### src/rtl/dtc_pkg.sv
package dtc_pkg;

    typedef enum logic [2:0] {
        ST_IDLE,
        ST_FILL,
        ST_WAIT,
        ST_DELAY,
        ST_POST,
        ST_DONE
    } cap_state_t;

    localparam logic [1:0] PLACE_START = 2'd0;
    localparam logic [1:0] PLACE_MID   = 2'd1;
    localparam logic [1:0] PLACE_END   = 2'd2;
    localparam logic [1:0] PLACE_PCT   = 2'd3;

    localparam int PCT_W = 7;

endpackage

### src/rtl/dtc_place.sv
module dtc_place
    import dtc_pkg::*;
#(
    parameter int AW = 12
) (
    input  logic [1:0]       place_i,
    input  logic [PCT_W-1:0] pct_i,
    output logic [AW:0]      pre_o,
    output logic [AW:0]      post_o
);

    localparam int DEPTH = 1 << AW;
    localparam int PW    = AW + PCT_W;

    logic [PW-1:0] scaled;
    logic [PW-1:0] quot;

    // pct * DEPTH is a shift; the constant divide gives the floor
    assign scaled = {pct_i, {AW{1'b0}}};
    assign quot   = scaled / PW'(100);

    always_comb begin
        unique case (place_i)
            PLACE_START: pre_o = '0;
            PLACE_MID:   pre_o = (AW+1)'(DEPTH / 2);
            PLACE_END:   pre_o = (AW+1)'(DEPTH - 1);
            PLACE_PCT: begin
                if (pct_i >= PCT_W'(100)) pre_o = (AW+1)'(DEPTH - 1);
                else                      pre_o = quot[AW:0];
            end
        endcase
    end

    assign post_o = (AW+1)'(DEPTH) - pre_o;

    // pre-trigger region never covers the whole buffer
    always_comb begin
        p_pre_range_r3: assert (pre_o < (AW+1)'(DEPTH))
            else $error("pre-trigger size out of range");
    end

endmodule

### src/rtl/dtc_count.sv
module dtc_count #(
    parameter int W = 8
) (
    input  logic         clk,
    input  logic         rst_n,
    input  logic         load_i,
    input  logic [W-1:0] load_val_i,
    input  logic         dec_i,
    output logic [W-1:0] cnt_o
);

    always_ff @(posedge clk) begin
        if (!rst_n)      cnt_o <= '0;
        else if (load_i) cnt_o <= load_val_i;
        else if (dec_i)  cnt_o <= cnt_o - 1'b1;
    end

    // the controller never counts a window below zero
    p_no_underflow_r6: assert property (@(posedge clk) disable iff (!rst_n)
        (dec_i && !load_i) |-> (cnt_o != '0));

endmodule

### src/rtl/dtc_capture_ctrl.sv
module dtc_capture_ctrl
    import dtc_pkg::*;
#(
    parameter int AW    = 12,
    parameter int DLY_W = 25
) (
    input  logic             clk,
    input  logic             rst_n,
    input  logic             arm_i,
    input  logic             trig_i,
    input  logic             restart_i,
    input  logic             hold_i,
    input  logic [1:0]       place_i,
    input  logic [6:0]       pct_i,
    input  logic [DLY_W-1:0] delay_i,
    output logic             wr_en_o,
    output logic [AW-1:0]    wr_addr_o,
    output logic             done_o,
    output logic [AW-1:0]    trig_addr_o,
    output logic [AW-1:0]    oldest_addr_o
);

    localparam int CW = AW + 1;

    cap_state_t st, st_nx;

    logic [CW-1:0]    pre_calc, post_calc;
    logic [CW-1:0]    pre_q, post_q;
    logic [DLY_W-1:0] delay_q;
    logic [AW-1:0]    wr_ptr, trig_addr_q;
    logic [CW-1:0]    fill_cnt, post_cnt;
    logic [DLY_W-1:0] dly_cnt;

    logic start, writing, trig_hit, point_now, last_post;

    dtc_place #(.AW(AW)) place_i0 (
        .place_i (place_i),
        .pct_i   (pct_i),
        .pre_o   (pre_calc),
        .post_o  (post_calc)
    );

    assign start = ((st == ST_IDLE) && arm_i) ||
                   ((st == ST_DONE) && restart_i && !hold_i);
    assign writing  = (st == ST_FILL) || (st == ST_WAIT) ||
                      (st == ST_DELAY) || (st == ST_POST);
    assign trig_hit = (st == ST_WAIT) && trig_i;
    assign point_now = (trig_hit && (delay_q == '0)) ||
                       ((st == ST_DELAY) && (dly_cnt == DLY_W'(1)));
    assign last_post = (post_q == CW'(1));

    dtc_count #(.W(CW)) fill_ctr (
        .clk        (clk),
        .rst_n      (rst_n),
        .load_i     (start),
        .load_val_i (pre_calc),
        .dec_i      (st == ST_FILL),
        .cnt_o      (fill_cnt)
    );

    dtc_count #(.W(DLY_W)) dly_ctr (
        .clk        (clk),
        .rst_n      (rst_n),
        .load_i     (trig_hit),
        .load_val_i (delay_q),
        .dec_i      (st == ST_DELAY),
        .cnt_o      (dly_cnt)
    );

    dtc_count #(.W(CW)) post_ctr (
        .clk        (clk),
        .rst_n      (rst_n),
        .load_i     (point_now),
        .load_val_i (post_q - 1'b1),
        .dec_i      (st == ST_POST),
        .cnt_o      (post_cnt)
    );

    // next-state logic
    always_comb begin
        st_nx = st;
        unique case (st)
            ST_IDLE: begin
                if (arm_i) st_nx = (pre_calc == '0) ? ST_WAIT : ST_FILL;
            end
            ST_FILL: begin
                if (fill_cnt == CW'(1)) st_nx = ST_WAIT;
            end
            ST_WAIT: begin
                if (trig_i) begin
                    if (delay_q != '0)  st_nx = ST_DELAY;
                    else if (last_post) st_nx = ST_DONE;
                    else                st_nx = ST_POST;
                end
            end
            ST_DELAY: begin
                if (point_now) st_nx = last_post ? ST_DONE : ST_POST;
            end
            ST_POST: begin
                if (post_cnt == CW'(1)) st_nx = ST_DONE;
            end
            ST_DONE: begin
                if (restart_i && !hold_i)
                    st_nx = (pre_calc == '0) ? ST_WAIT : ST_FILL;
            end
            default: st_nx = ST_IDLE;
        endcase
    end

    // state register
    always_ff @(posedge clk) begin
        if (!rst_n) st <= ST_IDLE;
        else        st <= st_nx;
    end

    // settings, pointer and trigger address
    always_ff @(posedge clk) begin
        if (!rst_n) begin
            wr_ptr      <= '0;
            pre_q       <= '0;
            post_q      <= '0;
            delay_q     <= '0;
            trig_addr_q <= '0;
        end else begin
            if (start) begin
                wr_ptr  <= '0;
                pre_q   <= pre_calc;
                post_q  <= post_calc;
                delay_q <= delay_i;
            end else if (writing) begin
                wr_ptr <= wr_ptr + 1'b1;
            end
            if (point_now) trig_addr_q <= wr_ptr;
        end
    end

    // outputs
    always_comb begin
        wr_en_o       = writing;
        wr_addr_o     = wr_ptr;
        done_o        = (st == ST_DONE);
        trig_addr_o   = trig_addr_q;
        oldest_addr_o = trig_addr_q - pre_q[AW-1:0];
    end

    // consecutive writes step the address by one
    p_addr_step_r2: assert property (@(posedge clk) disable iff (!rst_n)
        (wr_en_o && $past(wr_en_o)) |-> (wr_addr_o == $past(wr_addr_o) + 1'b1));

    // without arm the block stays idle
    p_idle_quiet_r2: assert property (@(posedge clk) disable iff (!rst_n)
        ((st == ST_IDLE) && !arm_i) |=> (st == ST_IDLE));

    // no trigger is taken while the pre-trigger region fills
    p_fill_no_trig_r4: assert property (@(posedge clk) disable iff (!rst_n)
        (st == ST_FILL) |=> ((st == ST_FILL) || (st == ST_WAIT)));

    // completion directly follows a write
    p_done_after_write_r6: assert property (@(posedge clk) disable iff (!rst_n)
        $rose(done_o) |-> $past(wr_en_o));

    // result addresses frozen while done
    p_done_stable_r7: assert property (@(posedge clk) disable iff (!rst_n)
        (done_o && $past(done_o)) |-> ($stable(trig_addr_o) && $stable(oldest_addr_o)));

    // hold keeps the completed trace
    p_hold_r8: assert property (@(posedge clk) disable iff (!rst_n)
        (done_o && hold_i) |=> done_o);

endmodule

### config.mk
export PLATFORM = sky130hd
export DESIGN_NAME = dtc_capture_ctrl
export DESIGN_NICKNAME = d
export VERILOG_FILES = /design/src/rtl/dtc_pkg.sv /design/src/rtl/dtc_place.sv /design/src/rtl/dtc_count.sv /design/src/rtl/dtc_capture_ctrl.sv
export SDC_FILE = /design/constraint.sdc
export NUM_CORES = 1
export LEC_CHECK = 0
export CAP_MARGIN = 20
export CORE_MARGIN = 2
export CORE_UTILIZATION = 50
export CTS_CLUSTER_SIZE = 24
export DETAILED_ROUTE_END_ITERATION = 7
export PLACE_DENSITY = 0.7
export SLEW_MARGIN = 15
export SYNTH_ARGS = -nofsm -noshare
export SYNTH_HDL_FRONTEND = slang
export SYNTH_SLANG_ARGS = --single-unit
### constraint.sdc
create_clock -name clk -period 17.15 [get_ports clk]
set_clock_uncertainty 0.1 [all_clocks]
set_input_delay 1.715 -clock clk [delete_from_list [all_inputs] [get_ports clk]]
set_output_delay 1.715 -clock clk [all_outputs]
set_load 0.02 [all_outputs]
==> results of run 1 <==
## kinds of logic after synthesis
family	Yosys count	share of synthesized area (%)
compound gates	408	27.6
xor+xnor	68	5.68
fa+ha+maj	34	4.01
buf+inv	124	5.46
flops	127	23.7
mux	48	5.12
simple gates	615	28.5
## Yosys cell counts, types with 8 or more instances
library cell / instances
nor2b_1: 8
o21ai_0: 54
o21a_1: 10
a21o_1: 19
and2_1: 14
nand3b_1: 12
a221oi_1: 10
nor2_1: 164
nand2b_1: 15
or4_1: 9
dfxtp_1: 127
o211ai_1: 14
a21oi_1: 126
buf_4: 8
nor4_1: 24
a31oi_1: 16
or3_1: 18
clkbuf_1: 42
nand2_1: 177
and3_1: 17
nor3_1: 48
xor2_1: 31
nand4_1: 17
ha_1: 32
o221ai_1: 9
mux2i_1: 33
xnor2_1: 35
buf_6: 10
a211oi_1: 13
inv_1: 42
a211o_1: 9
nand3_1: 44
buf_2: 8
## repair_timing
action,CTS,global route
resized for setup,0,9
buffers inserted,0,0
setup endpoints to repair,0,7
## worst max-delay path, delay by kind of cell
kind	cells	cell delay (ps)
multiplexers	3	750
AO/OA/AOI/OAI	14	3470
buffers and inverters	11	2130
XOR/XNOR	1	160
adder cells (fa/ha/maj)	11	2780
AND/OR/NAND/NOR	23	5130
## power by group through the flow
| stage | sequential (mW) | clock (mW) | combinational [mW] |
|---|---|---|---|
| floorplan | 0.379 | 0 | 1.30 |
| global route | 0.398 | 0.422 | 1.82 |
| finish | 0.391 | 0.406 | 1.66 |
| detailed placement | 0.395 | 0 | 1.63 |
| CTS | 0.390 | 0.410 | 1.64 |
| global placement | 0.394 | 0 | 1.61 |
## final timing paths
path,end,slack (ps),depth (start not counted),start
worst max-delay path,post_q[8],1210,63,pct_i[4]
worst min-delay path,pre_q[9],370,2,pre_q[9]
worst max register to register,st[1],14150,10,dly_ctr.cnt_o[11]
worst min register to register,pre_q[9],370,2,pre_q[9]
## routing by layer
metal / track usage [%] / part of all wire (%) / up-vias
li1: - / - / 5323
met1: 35.4 / 48 / 5052
met2: 41.0 / 46 / 289
met3: 3.45 / 4.5 / 37
met4: 7.01 / 1.5 / 0
met5: 0 / 0 / -
## registers in the layout, summed over array words and instances, names as in the netlist
signal and flops:
post_ctr.cnt_o 13, delay_q 25, pre_q 12, wr_addr_o 12, fill_ctr.cnt_o 13, st 3, dly_ctr.cnt_o 25, post_q 12
trig_addr_o 12
## area by class of cell
| type | instances | area, um2 |
|---|---|---|
| clock inverter | 10 | 181 |
| inverter | 49 | 189 |
| fill | 1968 | 8800 |
| timing repair buffer | 89 | 871 |
| sequential | 127 | 2540 |
| tap | 275 | 344 |
| multi-input combinational | 1173 | 7680 |
| clock buffer | 22 | 484 |
## through the flow
stage	cell area [um2]	utilization, %	hold slack (ps)
finish	12300	58.3	367
global route	12300	58.3	383
CTS	12300	58.1	363
detailed placement	11600	55.0	355
global placement	11600	55.0	348
floorplan	10700	-	336
==> results.json, run 1 <==
{
  "cp.arrival_ps": 16180,
  "hold_path.class": "reg2reg",
  "p_switching_mw": 1.22,
  "p_clk_share_pct": 16.5,
  "final_common_cell": "nand2_1",
  "final_antenna_net_count": 0,
  "pwr-share-seq_pct": 15.9,
  "grt_pass1_vias": 9716,
  "post_drt_via_cell_ratio": 6.13,
  "numCtsBuffers": 17,
  "powerDensity_mw_per_mm2": 200,
  "comb_power_share_pct": 67.6,
  "io_buffers": 77,
  "area_growth_pct": 14.3,
  "fin_cells": 1745,
  "cts_tree": "yes",
  "clk_latency_ps": 420,
  "initialDrtViolationCount": 642,
  "ir_drop_uv": 178,
  "clockRootBuffer": "clkbuf_16",
  "syn_nets": 1497,
  "hpwl_um": 21100,
  "tightest_slew_ps": 898,
  "ys_warn_count": 0,
  "crit_type": "in2reg",
  "htree_levels": 4,
  "fp.coreArea_mm2": 0.0211,
  "ys_ff_latch": 127,
  "clk_pin_slew_ps": 60,
  "layout_common_cells": "nand2_1, nor2_1, dfxtp_1",
  "syn_inst": 1424,
  "antenna_found_initial": 0,
  "drive_gt1_share_pct": 9.12,
  "layout.nets": 1530,
  "cts.sinks": 127,
  "grt_pass1_wl_um": 47600,
  "die_area_mm2": 0.0227,
  "yosys-top-cells-area": "dfxtp_1, nand2_1, a21oi_1",
  "fmax_mhz": 62.8,
  "drv_cap": 0,
  "synthArstFlopShare_pct": 0,
  "pin_count": 78,
  "drc": 0,
  "n_antenna_cell": 0,
  "status": "completed",
  "postSynthAreaPerCell_um2": 7.55,
  "yosysSeqAreaShare_pct": 23.7,
  "drt_first_pass_iters": 5,
  "cp_slowest_stage_delay_ps": 650,
  "synth_edf_count": 0,
  "overflow": 0,
  "startpoint_type": "input pin",
  "initial_core_util_pct": 51.0,
  "setup_viol": 0,
  "die_h_um": 151,
  "synth_top_area_share_pct": 23.7,
  "finalCriticalPeriod_ps": 15940,
  "rows": 53,
  "slowest_stage": "clkdlybuf4s50_1",
  "finalMaxSlewViolations": 0,
  "hold_viol_final": 0,
  "max_slew_margin_pct": 39.7,
  "total_power_mw": 2.46,
  "p_int_mw": 1.23,
  "cp_max_fo": 19,
  "finalWorstSetupSlack_ps": 1210,
  "ys.flop_type": "dfxtp_1",
  "routed_wirelength_um": 28900,
  "ys_types": 114,
  "wire_per_inst_um": 16.6,
  "grt_use_total_pct": 25.4,
  "cp_common_cell": "ha_1",
  "swShare_pct": 49.8,
  "die_width_um": 151,
  "dpl.cell_count": 1713,
  "yosysTopAreaCell": "dfxtp_1",
  "holdBufCountCts": 0,
  "leakage_nw": 4.75,
  "finalCritPeriodShare_pct": 92.9,
  "dr_total_vias": 10701,
  "grt_setup_unrepaired": "false",
  "clock_path_buffers": 2,
  "place_congestion": 0.942,
  "critical_path.endpoint_type": "flip-flop",
  "place_ws_ps": 431,
  "cp.required_ps": 17390,
  "syn_area_mm2": 0.0107,
  "fin_setup_tns_ps": 0,
  "grt_max_degree": 65
}
No activity file was read; power rests on OpenSTA's default activity.
==> inputs of run 2 (changes only) <==
--- a/config.mk
+++ b/config.mk
@@ -8,7 +8,6 @@
 export CAP_MARGIN = 20
 export CORE_MARGIN = 2
 export CORE_UTILIZATION = 50
-export CTS_CLUSTER_SIZE = 24
 export DETAILED_ROUTE_END_ITERATION = 7
 export PLACE_DENSITY = 0.7
 export SLEW_MARGIN = 15
==> constraint.sdc (replaced) <==
create_clock -name clk -period 17.15 [get_ports clk]
set_clock_uncertainty 0.1 [all_clocks]
set_input_delay 3.43 -clock clk [delete_from_list [all_inputs] [get_ports clk]]
set_output_delay 3.43 -clock clk [all_outputs]
set_load 0.02 [all_outputs]
==> run 2 against run 1 <==
Critical path depth down 1. Design area up 1.7%. Non-clock buffer count up 15. Worst setup slack worse by 140 ps. Routed wire length up 0.95%. First-iteration DRC count up 29%. Clock power up 12%.
==> results.json, run 2 (synthesis results as in run 1) <==
{
  "wire_per_inst_um": 16.6,
  "final_common_cell": "nand2_1",
  "hold_viol_final": 0,
  "hold_path.class": "reg2reg",
  "critical_path.endpoint_type": "flip-flop",
  "finalCriticalPeriod_ps": 16070,
  "startpoint_type": "input pin",
  "crit_type": "in2reg",
  "hold_ws_ps": 355,
  "overflow": 0,
  "multi_input_area_mm2": 0.00770,
  "clk_latency_ps": 420,
  "cp_slowest_stage_delay_ps": 520,
  "initial_core_util_pct": 51.0,
  "fin_setup_tns_ps": 0,
  "pin_count": 78,
  "seq_area_mm2": 0.00254,
  "min_path_cells": 2,
  "htree_levels": 4,
  "slowest_stage": "clkdlybuf4s50_1",
  "rows": 53,
  "numCtsBuffers": 17,
  "status": "completed",
  "layout_common_cells": "nand2_1, nor2_1, dfxtp_1",
  "leakage_nw": 4.85,
  "drv_cap": 0,
  "clk_pin_slew_ps": 60,
  "post_drt_via_cell_ratio": 6.12,
  "fin_cells": 1760,
  "area_growth_pct": 16.3,
  "max_slew_margin_pct": 26.6,
  "dr_total_vias": 10768,
  "die_area_mm2": 0.0227,
  "grt_use_total_pct": 25.8,
  "cp_common_cell": "ha_1",
  "finalCritPeriodShare_pct": 93.7,
  "r2r_cells": 9,
  "grt_setup_unrepaired": "false",
  "fmax_mhz": 62.2,
  "cp.arrival_ps": 16230,
  "clock_path_buffers": 2,
  "cp.required_ps": 17300,
  "holdBufCountCts": 0,
  "drc": 0,
  "layout.nets": 1545,
  "placed_cell_area_mm2": 0.0117,
  "drive_gt1_share_pct": 10.4,
  "tightest_slew_ps": 1100,
  "hpwl_um": 21200,
  "cts.sinks": 127,
  "ir_drop_uv": 177,
  "reg.largest.list": "delay_q x25, dly_ctr.cnt_o x25",
  "die_width_um": 151,
  "postLayoutCellArea_mm2": 0.0125,
  "fp.coreArea_mm2": 0.0211,
  "cp_max_fo": 19,
  "n_antenna_cell": 0,
  "antenna_found_initial": 0,
  "clockRootBuffer": "clkbuf_16",
  "routed_wirelength_um": 29200,
  "grt_max_degree": 102,
  "powerDensity_mw_per_mm2": 202,
  "cts_tree": "yes",
  "grt_pass1_vias": 9877,
  "place_congestion": 0.962,
  "grt_pass1_wl_um": 48500,
  "die_h_um": 151,
  "setup_viol": 0,
  "initialDrtViolationCount": 825,
  "n_fill_cell": 1907,
  "finalMaxSlewViolations": 0,
  "io_buffers": 77,
  "final_antenna_net_count": 0,
  "drt_first_pass_iters": 5,
  "dpl.cell_count": 1725
}
[run 2: changes by cell type in the layout (fill, tap and decap cells not counted), moves of 3 or more]
cell	before	now
clkinv_2	3	0
clkinvlp_4	1	4
clkbuf_8	4	1
nor3_2	3	6
bufinv_16	5	9
nor3_1	47	44
buf_4	12	27
[run 2: area by class of cell]
| class | instances | share of cell area (%) |
|---|---|---|
| Tap cell | 275 | 2.75 |
| Timing Repair Buffer | 104 | 7.85 |
| Multi-Input combinational cell | 1173 | 61.6 |
| Inverter | 49 | 1.51 |
| Clock inverter | 14 | 2.47 |
| Clock buffer | 18 | 3.51 |
| Sequential cell | 127 | 20.3 |
[run 2: what timing repair did]
action                     4_1_cts  5_1_grt
buffers inserted                 0        3
resized for setup                0       13
hold endpoints to repair         0        0
setup endpoints to repair        0        7
[run 2: report_power, final]
group          internal [mW]  switching, mW
sequential             0.341         0.0503
clock                  0.321          0.136
combinational          0.637           1.05
[run 2: per-stage QoR]
stage / util (%) / total power, mW / worst slack, ps
2_1_floorplan: - / 1.68 / 951
3_3_place_gp: 55.4 / 2.02 / 532
3_5_place_dp: 55.4 / 2.03 / 220
4_1_cts: 58.9 / 2.50 / 595
5_1_grt: 59.3 / 2.71 / 40.4
6_report: 59.3 / 2.53 / 1080
[run 2: final timing paths]
check	start	to	slack [ps]
min	pre_q[9]	pre_q[9]	350
max	pct_i[3]	post_q[8]	1080
min reg2reg	pre_q[9]	pre_q[9]	350
max reg2reg	dly_ctr.cnt_o[2]	dly_ctr.cnt_o[23]	13970
[run 2: critical path: cells and delay by family]
family	cells	cell delay [ps]
simple gates	23	4150
xor+xnor	1	150
mux	2	450
fa+ha+maj	9	2380
buf+inv	10	1720
compound gates	17	3890
[run 2: per-layer routing]
layer	GRT usage, %	vias to the layer above	part of all wire, %
li1	-	5341	-
met1	36.7	5064	48
met2	41.4	327	46
met3	3.30	36	5.1
met4	6.64	0	1.3
met5	0	-	0
